`src/rtl/pio_timer_pkg.sv`:
```
package pio_timer_pkg;

  // Nibble, byte and word widths of the timing storage
  localparam int NIB_W  = 4;
  localparam int BYTE_W = 2 * NIB_W;
  localparam int WORD_W = 2 * BYTE_W;
  // Phase counter width and the bias values of the inverted encoding
  localparam int CNT_W    = 5;
  localparam int ACT_BIAS = 17;
  localparam int REC_BIAS = 16;

  typedef enum logic [1:0] {
    PH_IDLE    = 2'd0,
    PH_ACTIVE  = 2'd1,
    PH_RECOVER = 2'd2
  } phase_t;

  // Strobes from the channel control to the channel datapath
  typedef struct packed {
    logic startCyc;     // latch unit timing and load active count
    logic loadRecover;  // load recovery count
    logic countDown;    // decrement phase counter
  } tmr_ctl_t;

  function automatic logic [CNT_W-1:0] decodeActive(input logic [NIB_W-1:0] nib);
    return CNT_W'(ACT_BIAS) - CNT_W'(nib);
  endfunction

  function automatic logic [CNT_W-1:0] decodeRecover(input logic [NIB_W-1:0] nib);
    return CNT_W'(REC_BIAS) - CNT_W'(nib);
  endfunction

endpackage

```
`src/rtl/pio_cfg_regs.sv`:
```
module pio_cfg_regs
  import pio_timer_pkg::*;
#(
  parameter int                NUM_CHAN  = 2,
  parameter int                NUM_UNITS = 2 * NUM_CHAN,
  parameter int                ADDR_W    = 8,
  parameter logic [ADDR_W-1:0] TIM_BASE  = 8'h44,
  parameter logic [ADDR_W-1:0] EN_ADDR   = 8'h42,
  parameter logic [ADDR_W-1:0] STAT_ADDR = 8'h43,
  parameter int                EN_LSB    = 4
) (
  input  logic                              clk,
  input  logic                              rstN,
  input  logic                              wrEn,
  input  logic [ADDR_W-1:0]                 addr,
  input  logic [BYTE_W-1:0]                 wrData,
  input  logic [NUM_CHAN-1:0]               chanBusy,
  output logic [BYTE_W-1:0]                 rdData,
  output logic [NUM_UNITS-1:0][WORD_W-1:0]  timWords,
  output logic [NUM_UNITS-1:0]              unitEn
);

  localparam int NUM_BYTES = 2 * NUM_UNITS;

  logic [BYTE_W-1:0] timByte [NUM_BYTES];

  // One register per timing byte; reset value selects the slowest timing
  for (genvar b = 0; b < NUM_BYTES; b++) begin : g_tim
    always_ff @(posedge clk) begin
      if (!rstN) begin
        timByte[b] <= '0;
      end else if (wrEn && addr == ADDR_W'(TIM_BASE + b)) begin
        timByte[b] <= wrData;
      end
    end
  end

  for (genvar u = 0; u < NUM_UNITS; u++) begin : g_word
    assign timWords[u] = {timByte[2*u+1], timByte[2*u]};
  end

  // Enable flags change only when no write cycle is in flight
  always_ff @(posedge clk) begin
    if (!rstN) begin
      unitEn <= '0;
    end else if (wrEn && addr == EN_ADDR && chanBusy == '0) begin
      unitEn <= wrData[EN_LSB +: NUM_UNITS];
    end
  end

  always_comb begin
    rdData = '0;
    for (int i = 0; i < NUM_BYTES; i++) begin
      if (addr == ADDR_W'(TIM_BASE + i)) rdData = timByte[i];
    end
    if (addr == EN_ADDR)   rdData[EN_LSB +: NUM_UNITS] = unitEn;
    if (addr == STAT_ADDR) rdData[NUM_CHAN-1:0]        = chanBusy;
  end

endmodule

```
`src/rtl/pio_chan_datapath.sv`:
```
module pio_chan_datapath
  import pio_timer_pkg::*;
(
  input  logic                   clk,
  input  logic                   rstN,
  input  tmr_ctl_t               ctl,
  input  logic                   reqDev,
  input  logic                   reqWrite,
  input  logic [1:0][WORD_W-1:0] timPair,
  input  logic [1:0]             enPair,
  input  logic                   iordyPin,
  output logic                   cntZero,
  output logic                   readyOk,
  output logic                   wrLatched
);

  localparam logic [CNT_W-1:0] ONE = CNT_W'(1);

  logic [BYTE_W-1:0] selByte;
  logic [CNT_W-1:0]  cnt;
  logic [CNT_W-1:0]  recLat;
  logic              enLat;
  logic              wrLat;
  logic [1:0]        syncQ;

  // Pick the direction byte of the requested unit
  always_comb begin
    selByte = reqWrite ? timPair[reqDev][WORD_W-1:BYTE_W]
                       : timPair[reqDev][BYTE_W-1:0];
  end

  always_ff @(posedge clk) begin
    if (!rstN) begin
      cnt    <= '0;
      recLat <= '0;
      enLat  <= 1'b0;
      wrLat  <= 1'b0;
      syncQ  <= '0;
    end else begin
      syncQ <= {syncQ[0], iordyPin};
      if (ctl.startCyc) begin
        cnt    <= decodeActive(selByte[NIB_W-1:0]) - ONE;
        recLat <= decodeRecover(selByte[BYTE_W-1:NIB_W]);
        enLat  <= enPair[reqDev];
        wrLat  <= reqWrite;
      end else if (ctl.loadRecover) begin
        cnt <= recLat - ONE;
      end else if (ctl.countDown) begin
        cnt <= cnt - ONE;
      end
    end
  end

  assign cntZero   = (cnt == '0);
  assign readyOk   = enLat | syncQ[1];
  assign wrLatched = wrLat;

endmodule

```
`src/rtl/pio_chan_ctrl.sv`:
```
module pio_chan_ctrl
  import pio_timer_pkg::*;
(
  input  logic     clk,
  input  logic     rstN,
  input  logic     req,
  input  logic     cntZero,
  input  logic     readyOk,
  input  logic     wrLatched,
  output tmr_ctl_t ctl,
  output logic     diorN,
  output logic     diowN,
  output logic     done,
  output logic     busy
);

  phase_t phase, phaseNext;
  logic   doneQ, doneNext;

  always_comb begin
    ctl       = '0;
    phaseNext = phase;
    doneNext  = 1'b0;
    unique case (phase)
      PH_IDLE: begin
        if (req) begin
          ctl.startCyc = 1'b1;
          phaseNext    = PH_ACTIVE;
        end
      end
      PH_ACTIVE: begin
        if (!cntZero) begin
          ctl.countDown = 1'b1;
        end else if (readyOk) begin
          ctl.loadRecover = 1'b1;
          phaseNext       = PH_RECOVER;
        end
      end
      PH_RECOVER: begin
        if (!cntZero) begin
          ctl.countDown = 1'b1;
        end else begin
          phaseNext = PH_IDLE;
          doneNext  = 1'b1;
        end
      end
      default: phaseNext = PH_IDLE;
    endcase
  end

  always_ff @(posedge clk) begin
    if (!rstN) begin
      phase <= PH_IDLE;
      doneQ <= 1'b0;
    end else begin
      phase <= phaseNext;
      doneQ <= doneNext;
    end
  end

  assign diorN = !(phase == PH_ACTIVE && !wrLatched);
  assign diowN = !(phase == PH_ACTIVE &&  wrLatched);
  assign done  = doneQ;
  assign busy  = (phase != PH_IDLE) && wrLatched;

endmodule

```
`src/rtl/pata_pio_timer.sv`:
```
module pata_pio_timer
  import pio_timer_pkg::*;
#(
  parameter int                NUM_CHAN  = 2,
  parameter int                ADDR_W    = 8,
  parameter logic [ADDR_W-1:0] TIM_BASE  = 8'h44,
  parameter logic [ADDR_W-1:0] EN_ADDR   = 8'h42,
  parameter logic [ADDR_W-1:0] STAT_ADDR = 8'h43,
  parameter int                EN_LSB    = 4
) (
  input  logic                clk,
  input  logic                rstN,
  input  logic                cfgWrEn,
  input  logic [ADDR_W-1:0]   cfgAddr,
  input  logic [BYTE_W-1:0]   cfgWrData,
  output logic [BYTE_W-1:0]   cfgRdData,
  input  logic [NUM_CHAN-1:0] cycReq,
  input  logic [NUM_CHAN-1:0] cycDev,
  input  logic [NUM_CHAN-1:0] cycWrite,
  input  logic [NUM_CHAN-1:0] iordy,
  output logic [NUM_CHAN-1:0] diorN,
  output logic [NUM_CHAN-1:0] diowN,
  output logic [NUM_CHAN-1:0] cycDone
);

  localparam int NUM_UNITS = 2 * NUM_CHAN;

  logic [NUM_UNITS-1:0][WORD_W-1:0] timWords;
  logic [NUM_UNITS-1:0]             unitEn;
  logic [NUM_CHAN-1:0]              chanBusy;

  pio_cfg_regs #(
    .NUM_CHAN (NUM_CHAN),
    .NUM_UNITS(NUM_UNITS),
    .ADDR_W   (ADDR_W),
    .TIM_BASE (TIM_BASE),
    .EN_ADDR  (EN_ADDR),
    .STAT_ADDR(STAT_ADDR),
    .EN_LSB   (EN_LSB)
  ) u_cfg (
    .clk     (clk),
    .rstN    (rstN),
    .wrEn    (cfgWrEn),
    .addr    (cfgAddr),
    .wrData  (cfgWrData),
    .chanBusy(chanBusy),
    .rdData  (cfgRdData),
    .timWords(timWords),
    .unitEn  (unitEn)
  );

  for (genvar c = 0; c < NUM_CHAN; c++) begin : g_chan
    tmr_ctl_t ctl;
    logic     cntZero, readyOk, wrLatched;

    pio_chan_datapath u_dp (
      .clk      (clk),
      .rstN     (rstN),
      .ctl      (ctl),
      .reqDev   (cycDev[c]),
      .reqWrite (cycWrite[c]),
      .timPair  (timWords[2*c +: 2]),
      .enPair   (unitEn[2*c +: 2]),
      .iordyPin (iordy[c]),
      .cntZero  (cntZero),
      .readyOk  (readyOk),
      .wrLatched(wrLatched)
    );

    pio_chan_ctrl u_ctrl (
      .clk      (clk),
      .rstN     (rstN),
      .req      (cycReq[c]),
      .cntZero  (cntZero),
      .readyOk  (readyOk),
      .wrLatched(wrLatched),
      .ctl      (ctl),
      .diorN    (diorN[c]),
      .diowN    (diowN[c]),
      .done     (cycDone[c]),
      .busy     (chanBusy[c])
    );
  end

endmodule

```
`config.mk`:
```
export PLATFORM = sky130hd
export DESIGN_NAME = pata_pio_timer
export DESIGN_NICKNAME = d
export VERILOG_FILES = /design/src/rtl/pio_timer_pkg.sv /design/src/rtl/pio_cfg_regs.sv /design/src/rtl/pio_chan_datapath.sv /design/src/rtl/pio_chan_ctrl.sv /design/src/rtl/pata_pio_timer.sv
export SDC_FILE = /design/constraint.sdc
export NUM_CORES = 1
export LEC_CHECK = 0
export ABC_AREA = 1
export BUFFER_PORTS_ARGS = -buffer_cell sky130_fd_sc_hd__buf_2
export CORE_ASPECT_RATIO = 0.75
export CORE_MARGIN = 10
export CORE_UTILIZATION = 45
export CTS_CLUSTER_SIZE = 28
export DETAILED_ROUTE_END_ITERATION = 10
export SLEW_MARGIN = 20
export SYNTH_ARGS = -nofsm -noshare
export SYNTH_HDL_FRONTEND = slang
export SYNTH_HIERARCHICAL = 1
export SYNTH_SLANG_ARGS = --single-unit
export TNS_END_PERCENT = 20
```
`constraint.sdc`:
```
create_clock -name clk -period 2.2 [get_ports clk]
set_input_delay 0.44 -clock clk [delete_from_list [all_inputs] [get_ports clk]]
set_output_delay 0.44 -clock clk [all_outputs]
set_load 0.005 [all_outputs]
```
==> results of run 1 <==
==> worst min-delay path by stage <==
| stage | start | to | depth (start not counted) |
|---|---|---|---|
| floorplan | g_chan[0].u_dp/syncQ[0] | g_chan[0].u_dp/syncQ[1] | 2 |
| global placement | g_chan[0].u_dp/syncQ[0] | g_chan[0].u_dp/syncQ[1] | 2 |
| detailed placement | g_chan[1].u_dp/syncQ[0] | g_chan[1].u_dp/syncQ[1] | 2 |
| CTS | iordy[0] | g_chan[0].u_dp/syncQ[0] | 3 |
| global route | iordy[0] | g_chan[0].u_dp/syncQ[0] | 3 |
| finish | iordy[0] | g_chan[0].u_dp/syncQ[0] | 3 |
==> per-layer routing <==
layer	track usage [%]	vias up
met5	0	-
met4	4.42	0
met3	4.61	17
met2	27.0	197
met1	25.7	2543
li1	-	2720
==> flip-flops by register name (all words and copies together), names as in the netlist <==
name and cells:
g_chan.u_ctrl/done 2, g_chan.u_ctrl/phase 4, g_chan.u_dp/cnt 10, g_chan.u_dp/enLat 2, g_chan.u_dp/recLat 10, g_chan.u_dp/syncQ 4
g_chan.u_dp/wrLatched 2, u_cfg/timByte 64, u_cfg/unitEn 4
==> per-stage QoR <==
stage	TNS [ns]	instance area [µm²]
floorplan	0	6070
global placement	-0.0133	6550
detailed placement	-0.145	6550
CTS	-0.0265	6870
global route	-0.0629	7000
finish	0	7000
==> kinds of logic after synthesis <==
group	count (synthesis)
AO/OA/AOI/OAI	84
XOR/XNOR	2
adder cells (fa/ha/maj)	16
buffers and inverters	133
flip-flops	102
AND/OR/NAND/NOR	464
==> area by class of cell <==
type,instances,area [µm²],area share [%]
multi-input combinational,567,2900,41.4
clock inverter,6,70.1,1.00
timing repair buffer,72,473,6.75
sequential,102,2690,38.3
inverter,111,434,6.20
tap,171,214,3.06
clock buffer,10,229,3.27
==> cells in the final DEF (no fill, tap or decap), types with 3 or more instances in the layout <==
| master | netlist | routed |
|---|---|---|
| o21ai_0 | 38 | 37 |
| a21oi_1 | 28 | 28 |
| inv_2 | 7 | 9 |
| buf_4 | 2 | 28 |
| nand3_1 | 78 | 76 |
| nand4_1 | 16 | 16 |
| dfxtp_1 | 38 | 36 |
| nand2_2 | 19 | 21 |
| nor2_2 | 3 | 4 |
| nand2_1 | 194 | 190 |
| inv_1 | 100 | 97 |
| edfxtp_1 | 64 | 64 |
| o21ai_1 | 2 | 3 |
| buf_2 | 7 | 40 |
| o211ai_1 | 7 | 7 |
| ha_1 | 16 | 14 |
| nand2_4 | 2 | 4 |
| nor3_1 | 8 | 3 |
| nor2_1 | 120 | 117 |
| clkbuf_16 | 0 | 9 |
| nand3_2 | 11 | 13 |
| nor3_2 | 0 | 4 |
| inv_6 | 3 | 4 |
| nor2_4 | 4 | 7 |
| or2_0 | 4 | 4 |
==> what timing repair did <==
item,in CTS,in global routing
setup buffers,0,4
pin swaps,0,3
cloned,0,1
hold buffers,0,0
endpoints found under the setup margin,6,17
gates resized for setup,5,28
endpoints found under the hold margin,0,0
==> power groups by stage <==
stage,clock (mW),combinational (mW),sequential (mW)
floorplan,0,1.35,2.41
global placement,0,1.74,2.45
detailed placement,0,1.78,2.46
CTS,1.66,1.80,2.42
global route,1.73,2.16,2.46
finish,1.63,1.89,2.44
==> tightest hold or removal path: stages <==
cell and delay, ns:
buf_2 0.08, nand2_1 0.04, inv_1 0.04
==> results.sh, run 1 <==
export IMPL_met2WireLength_mm=7.28
export IMPL_die_x_um=154
export IMPL_track_usage_pct=18.2
export IMPL_io_buffer_count=40
export IMPL_cp_slowest_cell="nor2_1"
export IMPL_ant_nets=0
export IMPL_dominantRegCellSynth="edfxtp_1"
export IMPL_synth_compound_area_share_pct=7.75
export IMPL_skew_ns=0.00807
export IMPL_cp_slowest_stage_delay_ns=0.17
export IMPL_p_comb_share_pct=31.8
export IMPL_yosys_top_cells_count="nand2_1, nor2_1, inv_1"
export IMPL_areaGrowthSynthToFinish_pct=15.4
export IMPL_hp_class="primary input to flip-flop"
export IMPL_hold_ws_ns=0.274
export IMPL_slew_headroom_pct=68.8
export IMPL_synth_top_area_share_pct=31.7
export IMPL_syn_area_um2=6070
export IMPL_pwr_share_seq_pct=40.9
export IMPL_layout_drive_gt1_share_pct=19.2
export IMPL_top_layer="met4"
export IMPL_synth_top_cell_by_area="edfxtp_1"
export IMPL_cp_required_ns=1.76
export IMPL_total_leakage_power_nw=3.17
export IMPL_dp_cells=1018
export IMPL_syn_num_nets=844
export IMPL_synthAdderAreaFrac_pct=3.30
export IMPL_cts_root_buf="clkbuf_16"
export IMPL_dieArea_um2=18600
export IMPL_synth_edf_count=64
export IMPL_cp_startpoint="cfgAddr[0]"
export IMPL_antenna_cells=0
export IMPL_clock_sinks=102
export IMPL_switchingPower_mw=2.10
export IMPL_dr_first_iter_drc_count=561
export IMPL_worstRegToRegCells=13
export IMPL_grt_max_degree=37
export IMPL_yosys_top_cells_area="edfxtp_1, dfxtp_1, nand2_1"
export IMPL_cts_max_path_buffers=2
export IMPL_worst_path_stages=12
export IMPL_hold_violations=0
export IMPL_regToRegStartpoint="g_chan[1].u_ctrl/phase[1]"
export IMPL_h_tree_depth=3
export IMPL_grt_overflow=0
export IMPL_core_um2=13100
export IMPL_num_rows=36
export IMPL_syn_area_per_cell_um2=7.58
export IMPL_maxCapViolations=0
export IMPL_grt_antenna_before_repair=0
export IMPL_cts_made_buffers=9
export IMPL_ir_drop_mv=0.574
export IMPL_synth_top_family_by_area="simple AND/OR/NAND/NOR gates"
export IMPL_fin_crit_sh_pct=97.9
export IMPL_ys_types=40
export IMPL_cp_max_fo=5
export IMPL_synthXorXnorAreaFrac_pct=0.289
export IMPL_met1_length_mm=8.27
export IMPL_crit_end="cfgRdData[6]"
export IMPL_setup_viol=0
export IMPL_synthSimpleGateAreaFrac_pct=34.6
export IMPL_worst_path_buf_inv=4
export IMPL_num_vias=5477
export IMPL_via_per_inst=5.27
export IMPL_rsz0062_at_grt="yes"
export IMPL_internal_power_mw=3.86
export IMPL_muxShareOfSynthArea_pct=0
export IMPL_path_cells="buf_2, inv_1, nand2_2, nor2_1, buf_4, nand3_1, nand3_1, nor2_1, nand4_1, nand2_1, nand2_1, buf_2"
export IMPL_drv_slew=0
export IMPL_insertion_delay_ns=0.35
export IMPL_fmax_mhz=464
export IMPL_ys_ff_latch=102
export IMPL_critPathLaunchType="primary input"
export IMPL_fin_ws_ns=0.0463
export IMPL_place_congestion=0.946
export IMPL_start_util_pct=46.3
export IMPL_dp_slack_ns=-0.0541
export IMPL_swShare_pct=35.2
export IMPL_rrSetupSlack_ns=0.17
export IMPL_post_synth_top_count_cell="nand2_1"
export IMPL_critical_path_top_delay_family="simple AND/OR/NAND/NOR gates"
export IMPL_critPathKind="primary input to primary output"
export IMPL_finalCriticalPeriod_ns=2.15
export IMPL_drc_errors=0
export IMPL_clkTransAtPathRegs_ns=0.07
export IMPL_io_pins=41
export IMPL_wire_per_inst_um=16.5
export IMPL_status="finished clean"
export IMPL_wl_met3_mm=1.43
export IMPL_grt_pass1_vias=5227
export IMPL_yosysWarnings=6
export IMPL_first_pass_iters=5
export IMPL_final_nets=906
export IMPL_p_clk_share_pct=27.4
export IMPL_die_y_um=121
export IMPL_fin_util_pct=53.4
export IMPL_synthCells=801
export IMPL_cp_arrival_ns=1.71
export IMPL_wirelength_mm=17.2
export IMPL_fillers=1302
export IMPL_dp_hpwl_mm=13.1
export IMPL_grt_pass1_wl_mm=27.3
export IMPL_reg2reg_to="g_chan[1].u_dp/cnt[4]"
export IMPL_layout_cells_non_filler=1039
export IMPL_ys_seq_area_share_pct=44.2
export IMPL_worstSetupEndpointType="primary output"
export IMPL_cts_tree="yes"
export IMPL_tightestPinTransition_ns=0.468
export IMPL_p_total_mw=5.96
export IMPL_ys_async_sr_fraction_pct=0
export IMPL_power_density_nw_per_um2=851
Note: power is estimated with default switching activity, not from simulation.
==> run 2, diff against run 1 <==
--- a/config.mk
+++ b/config.mk
@@ -14,3 +14,3 @@
 export DETAILED_ROUTE_END_ITERATION = 10
-export SLEW_MARGIN = 20
+export SETUP_SLACK_MARGIN = 0.3
 export SYNTH_ARGS = -nofsm -noshare
==> constraint.sdc (replaced) <==
create_clock -name clk -period 2.2 [get_ports clk]
set_input_delay 0.22 -clock clk [delete_from_list [all_inputs] [get_ports clk]]
set_output_delay 0.22 -clock clk [all_outputs]
set_load 0.005 [all_outputs]
==> results.sh, run 2 (synthesis gave the netlist of run 1 again) <==
export IMPL_via_per_inst=5.37
export IMPL_cp_arrival_ns=2.19
export IMPL_hold_violations=0
export IMPL_drv_slew=0
export IMPL_largest_reg_flops=64
export IMPL_place_congestion=0.965
export IMPL_p_total_mw=6.08
export IMPL_largestRegisters="u_cfg/timByte (64), g_chan.u_dp/cnt (10), g_chan.u_dp/recLat (10)"
export IMPL_wire_per_inst_um=17.2
export IMPL_start_util_pct=46.3
export IMPL_worstSetupEndpointType="flip-flop"
export IMPL_cp_max_fo=7
export IMPL_setup_tns_ns=0
export IMPL_critPathKind="flip-flop to flip-flop"
export IMPL_insertion_delay_ns=0.35
export IMPL_setup_viol=0
export IMPL_wirelength_mm=17.8
export IMPL_clock_sinks=102
export IMPL_total_leakage_power_nw=3.15
export IMPL_layout_cells_non_filler=1036
export IMPL_hold_ws_ns=0.0524
export IMPL_cts_root_buf="clkbuf_16"
export IMPL_final_area_um2=6970
export IMPL_final_nets=903
export IMPL_critPathLaunchType="flip-flop"
export IMPL_min_path_cells=3
export IMPL_worstRegToRegCells=13
export IMPL_grt_overflow=0
export IMPL_h_tree_depth=3
export IMPL_grt_pass1_vias=5336
export IMPL_tightestPinTransition_ns=0.558
export IMPL_antenna_cells=0
export IMPL_rsz0062_at_grt="yes"
export IMPL_grt_antenna_before_repair=0
export IMPL_num_vias=5560
export IMPL_grt_pass1_wl_mm=27.9
export IMPL_io_pins=41
export IMPL_largest_register="u_cfg/timByte"
export IMPL_track_usage_pct=18.7
export IMPL_power_density_nw_per_um2=873
export IMPL_status="finished clean"
export IMPL_die_x_um=154
export IMPL_dp_hpwl_mm=13.1
export IMPL_finalCriticalPeriod_ns=1.95
export IMPL_clkTransAtPathRegs_ns=0.07
export IMPL_dr_first_iter_drc_count=566
export IMPL_skew_ns=0.00781
export IMPL_cts_max_path_buffers=2
export IMPL_layout_commonest_cell="nand2_1"
export IMPL_die_y_um=121
export IMPL_fmax_mhz=512
export IMPL_num_rows=36
export IMPL_slew_headroom_pct=62.8
export IMPL_hp_class="primary input to flip-flop"
export IMPL_place_area_um2=6470
export IMPL_dp_slack_ns=0.131
export IMPL_layout_drive_gt1_share_pct=20.7
export IMPL_ant_nets=0
export IMPL_cts_tree="yes"
export IMPL_final_cell_mix="nand2_1, nor2_1, inv_1, nand3_1, edfxtp_1"
export IMPL_areaGrowthSynthToFinish_pct=14.9
export IMPL_ir_drop_mv=0.551
export IMPL_dp_cells=1011
export IMPL_drc_errors=0
export IMPL_fin_crit_sh_pct=88.8
export IMPL_first_pass_iters=6
export IMPL_fin_ws_ns=0.246
export IMPL_io_buffer_count=40
export IMPL_cts_made_buffers=9
export IMPL_fillers=1222
export IMPL_grt_max_degree=37
export IMPL_dieArea_um2=18600
export IMPL_maxCapViolations=0
export IMPL_cp_required_ns=2.43
export IMPL_core_um2=13100
export IMPL_fin_util_pct=53.2
run 2: cell count changes in the layout (fill, tap and decap cells not counted), sizes merged:
cell,delta
buf,-2
bufinv,-1
clkinv,+1
clkinvlp,-1
inv,+1
nor2,-1
run 2: critical path, cell delays in order (launching register included):
cell     delay [ns]
dfxtp_2        0.32
inv_2          0.06
nand3_2        0.07
nor3_2         0.20
inv_2          0.07
nor3_2         0.19
buf_6          0.18
inv_4          0.06
nand2_2        0.08
nand2_4        0.07
ha_4           0.17
xnor2_2        0.13
a21oi_1        0.15
a21oi_1        0.08
run 2: path summary, 6_finish.rpt:
kind	startpoint	endpoint	slack, ns
worst max-delay path	g_chan[1].u_dp/cnt[1]	g_chan[1].u_dp/cnt[2]	0.25
worst min-delay path	iordy[0]	g_chan[0].u_dp/syncQ[0]	0.05
worst max register to register	g_chan[1].u_dp/cnt[1]	g_chan[1].u_dp/cnt[2]	0.25
worst min register to register	g_chan[0].u_dp/syncQ[0]	g_chan[0].u_dp/syncQ[1]	0.43
run 2: report_power, final:
group          total (mW)  internal [mW]  switching (mW)
Sequential           2.45           2.28           0.167
Clock                1.55          0.789           0.758
Combinational        2.09          0.799            1.29
run 2: layout make-up:
class / count / area [µm²] / area share [%]
Sequential cell: 102 / 2690 / 38.6
Timing Repair Buffer: 70 / 429 / 6.16
Tap cell: 171 / 214 / 3.07
Multi-Input combinational cell: 566 / 2920 / 41.9
Clock buffer: 10 / 229 / 3.28
Inverter: 111 / 435 / 6.25
Clock inverter: 6 / 53.8 / 0.772
run 2: timing repair:
| item | CTS | global route |
|---|---|---|
| setup endpoints to repair | 14 | 18 |
| hold buffers | 0 | 0 |
| gates resized for setup | 22 | 26 |
| setup buffers | 3 | 6 |
| pin swaps | 4 | 12 |
run 2: metal layers:
metal,vias to the layer above,global-route usage (%),wire (µm)
met1,2581,26.4,8520
met5,-,0,0
li1,2716,-,-
met3,21,4.96,1560
met2,242,27.7,7520
met4,0,4.36,230
==> run 3, diff against run 2 <==
CTS_BUF_LIST = sky130_fd_sc_hd__clkbuf_16   (was not set)
==> results.sh, run 3 (synthesis gave the netlist of run 1 again) <==
export IMPL_place_congestion=0.965
export IMPL_ant_nets=0
export IMPL_die_x_um=154
export IMPL_layout_drive_gt1_share_pct=20.7
export IMPL_drv_slew=0
export IMPL_antenna_cells=0
export IMPL_final_nets=903
export IMPL_hold_violations=0
export IMPL_first_pass_iters=6
export IMPL_num_rows=36
export IMPL_cp_arrival_ns=2.19
export IMPL_ir_drop_mv=0.551
export IMPL_hold_start="iordy[0]"
export IMPL_dr_first_iter_drc_count=566
export IMPL_io_pins=41
export IMPL_grt_overflow=0
export IMPL_hp_class="primary input to flip-flop"
export IMPL_regToRegStartpoint="g_chan[1].u_dp/cnt[1]"
export IMPL_areaGrowthSynthToFinish_pct=14.9
export IMPL_dp_hpwl_mm=13.1
export IMPL_dieArea_um2=18600
export IMPL_grt_max_degree=37
export IMPL_min_to="g_chan[0].u_dp/syncQ[0]"
export IMPL_largestRegisters="u_cfg/timByte (64), g_chan.u_dp/cnt (10), g_chan.u_dp/recLat (10)"
export IMPL_wirelength_mm=17.9
export IMPL_die_y_um=121
export IMPL_largest_register="u_cfg/timByte"
export IMPL_num_vias=5561
export IMPL_wire_per_inst_um=17.2
export IMPL_fin_util_pct=53.2
export IMPL_io_buffer_count=40
export IMPL_grt_antenna_before_repair=0
export IMPL_critPathKind="flip-flop to flip-flop"
export IMPL_drc_errors=0
export IMPL_grt_pass1_wl_mm=27.9
export IMPL_largest_reg_flops=64
export IMPL_reg2reg_to="g_chan[1].u_dp/cnt[2]"
export IMPL_maxCapViolations=0
export IMPL_clock_sinks=102
export IMPL_clkTransAtPathRegs_ns=0.07
export IMPL_total_leakage_power_nw=3.16
export IMPL_final_cell_mix="nand2_1, nor2_1, inv_1, nand3_1, edfxtp_1"
export IMPL_setup_viol=0
export IMPL_fillers=1222
export IMPL_fmax_mhz=512
export IMPL_cts_tree="yes"
export IMPL_worstSetupEndpointType="flip-flop"
export IMPL_setup_tns_ns=0
export IMPL_power_density_nw_per_um2=872
export IMPL_min_path_cells=3
export IMPL_layout_commonest_cell="nand2_1"
export IMPL_via_per_inst=5.37
export IMPL_fin_crit_sh_pct=88.8
export IMPL_skew_ns=0.00831
export IMPL_cts_hold_buf=0
export IMPL_cp_max_fo=7
export IMPL_finalCriticalPeriod_ns=1.95
export IMPL_insertion_delay_ns=0.35
export IMPL_core_um2=13100
export IMPL_track_usage_pct=18.7
export IMPL_cts_root_buf="clkbuf_16"
export IMPL_rsz0062_at_grt="yes"
export IMPL_critPathLaunchType="flip-flop"
export IMPL_rrSetupSlack_ns=0.25
export IMPL_tightestPinTransition_ns=0.559
export IMPL_worstRegToRegCells=13
export IMPL_cts_max_path_buffers=2
export IMPL_cts_made_buffers=9
export IMPL_start_util_pct=46.3
export IMPL_status="finished clean"
export IMPL_slew_headroom_pct=62.7
export IMPL_h_tree_depth=3
export IMPL_grt_pass1_vias=5336
export IMPL_cp_required_ns=2.43
## run 3: layout make-up
class                           instances  area, µm²  area share (%)
Timing Repair Buffer                   70        429            6.16
Sequential cell                       102       2690            38.6
Inverter                              111        435            6.25
Tap cell                              171        214            3.07
Clock inverter                          7       57.6           0.826
Clock buffer                            9        225            3.23
Multi-Input combinational cell        566       2920            41.9
## run 3: worst max path at each step
stage	startpoint	cells past startpoint	slack, ns	to
6_report	g_chan[1].u_dp/cnt[1]	13	0.25	g_chan[1].u_dp/cnt[2]
5_1_grt	g_chan[1].u_dp/cnt[1]	15	0.06	g_chan[1].u_dp/cnt[3]
4_1_cts	g_chan[0].u_ctrl/phase[1]	12	0.27	g_chan[0].u_dp/cnt[3]
3_5_place_dp	g_chan[1].u_ctrl/phase[1]	12	0.13	g_chan[1].u_dp/cnt[2]
3_3_place_gp	cfgAddr[4]	9	0.17	u_cfg/timByte[1][11]
2_1_floorplan	g_chan[1].u_dp/cnt[1]	13	0.31	g_chan[1].u_dp/cnt[2]
## run 3: routing by layer
layer / share of wire [%] / track usage, % / vias to the layer above
li1: - / - / 2715
met1: 48 / 26.4 / 2585
met2: 42 / 27.7 / 244
met3: 8.9 / 4.96 / 17
met4: 1.2 / 4.36 / 0
met5: 0 / 0 / -
## run 3: what timing repair did
action,4_1_cts,5_1_grt
buffers inserted,3,6
setup endpoints to repair,14,18
resized for setup,22,26
pin swaps,4,12
## run 3: where the power goes
| group | total (mW) | internal (mW) | switching (mW) |
|---|---|---|---|
| registers | 2.45 | 2.28 | 0.168 |
| clock network | 1.54 | 0.785 | 0.759 |
| logic | 2.09 | 0.799 | 1.29 |
## run 3: critical path, stage by stage, from the launching register on
cell and delay (ns):
dfxtp_2 0.32, inv_2 0.06, nand3_2 0.07, nor3_2 0.20, inv_2 0.07, nor3_2 0.19
buf_6 0.18, inv_4 0.06, nand2_2 0.08, nand2_4 0.07, ha_4 0.17, xnor2_2 0.13
a21oi_1 0.15, a21oi_1 0.08
## run 3: metrics by stage
| step | worst slack (ns) | instances | power (mW) | hold WS [ns] | area, µm² |
|---|---|---|---|---|---|
| finish | 0.246 | 1036 | 6.08 | 0.0524 | 6970 |
| CTS | 0.270 | 1030 | 5.89 | 0.0451 | 6850 |
| floorplan | 0.308 | 801 | 3.76 | 0.318 | 6070 |
| detailed placement | 0.131 | 1011 | 4.24 | 0.411 | 6470 |
| global route | 0.0581 | 1036 | 6.47 | 0.0591 | 6970 |
| global placement | 0.168 | 1011 | 4.20 | 0.405 | 6470 |
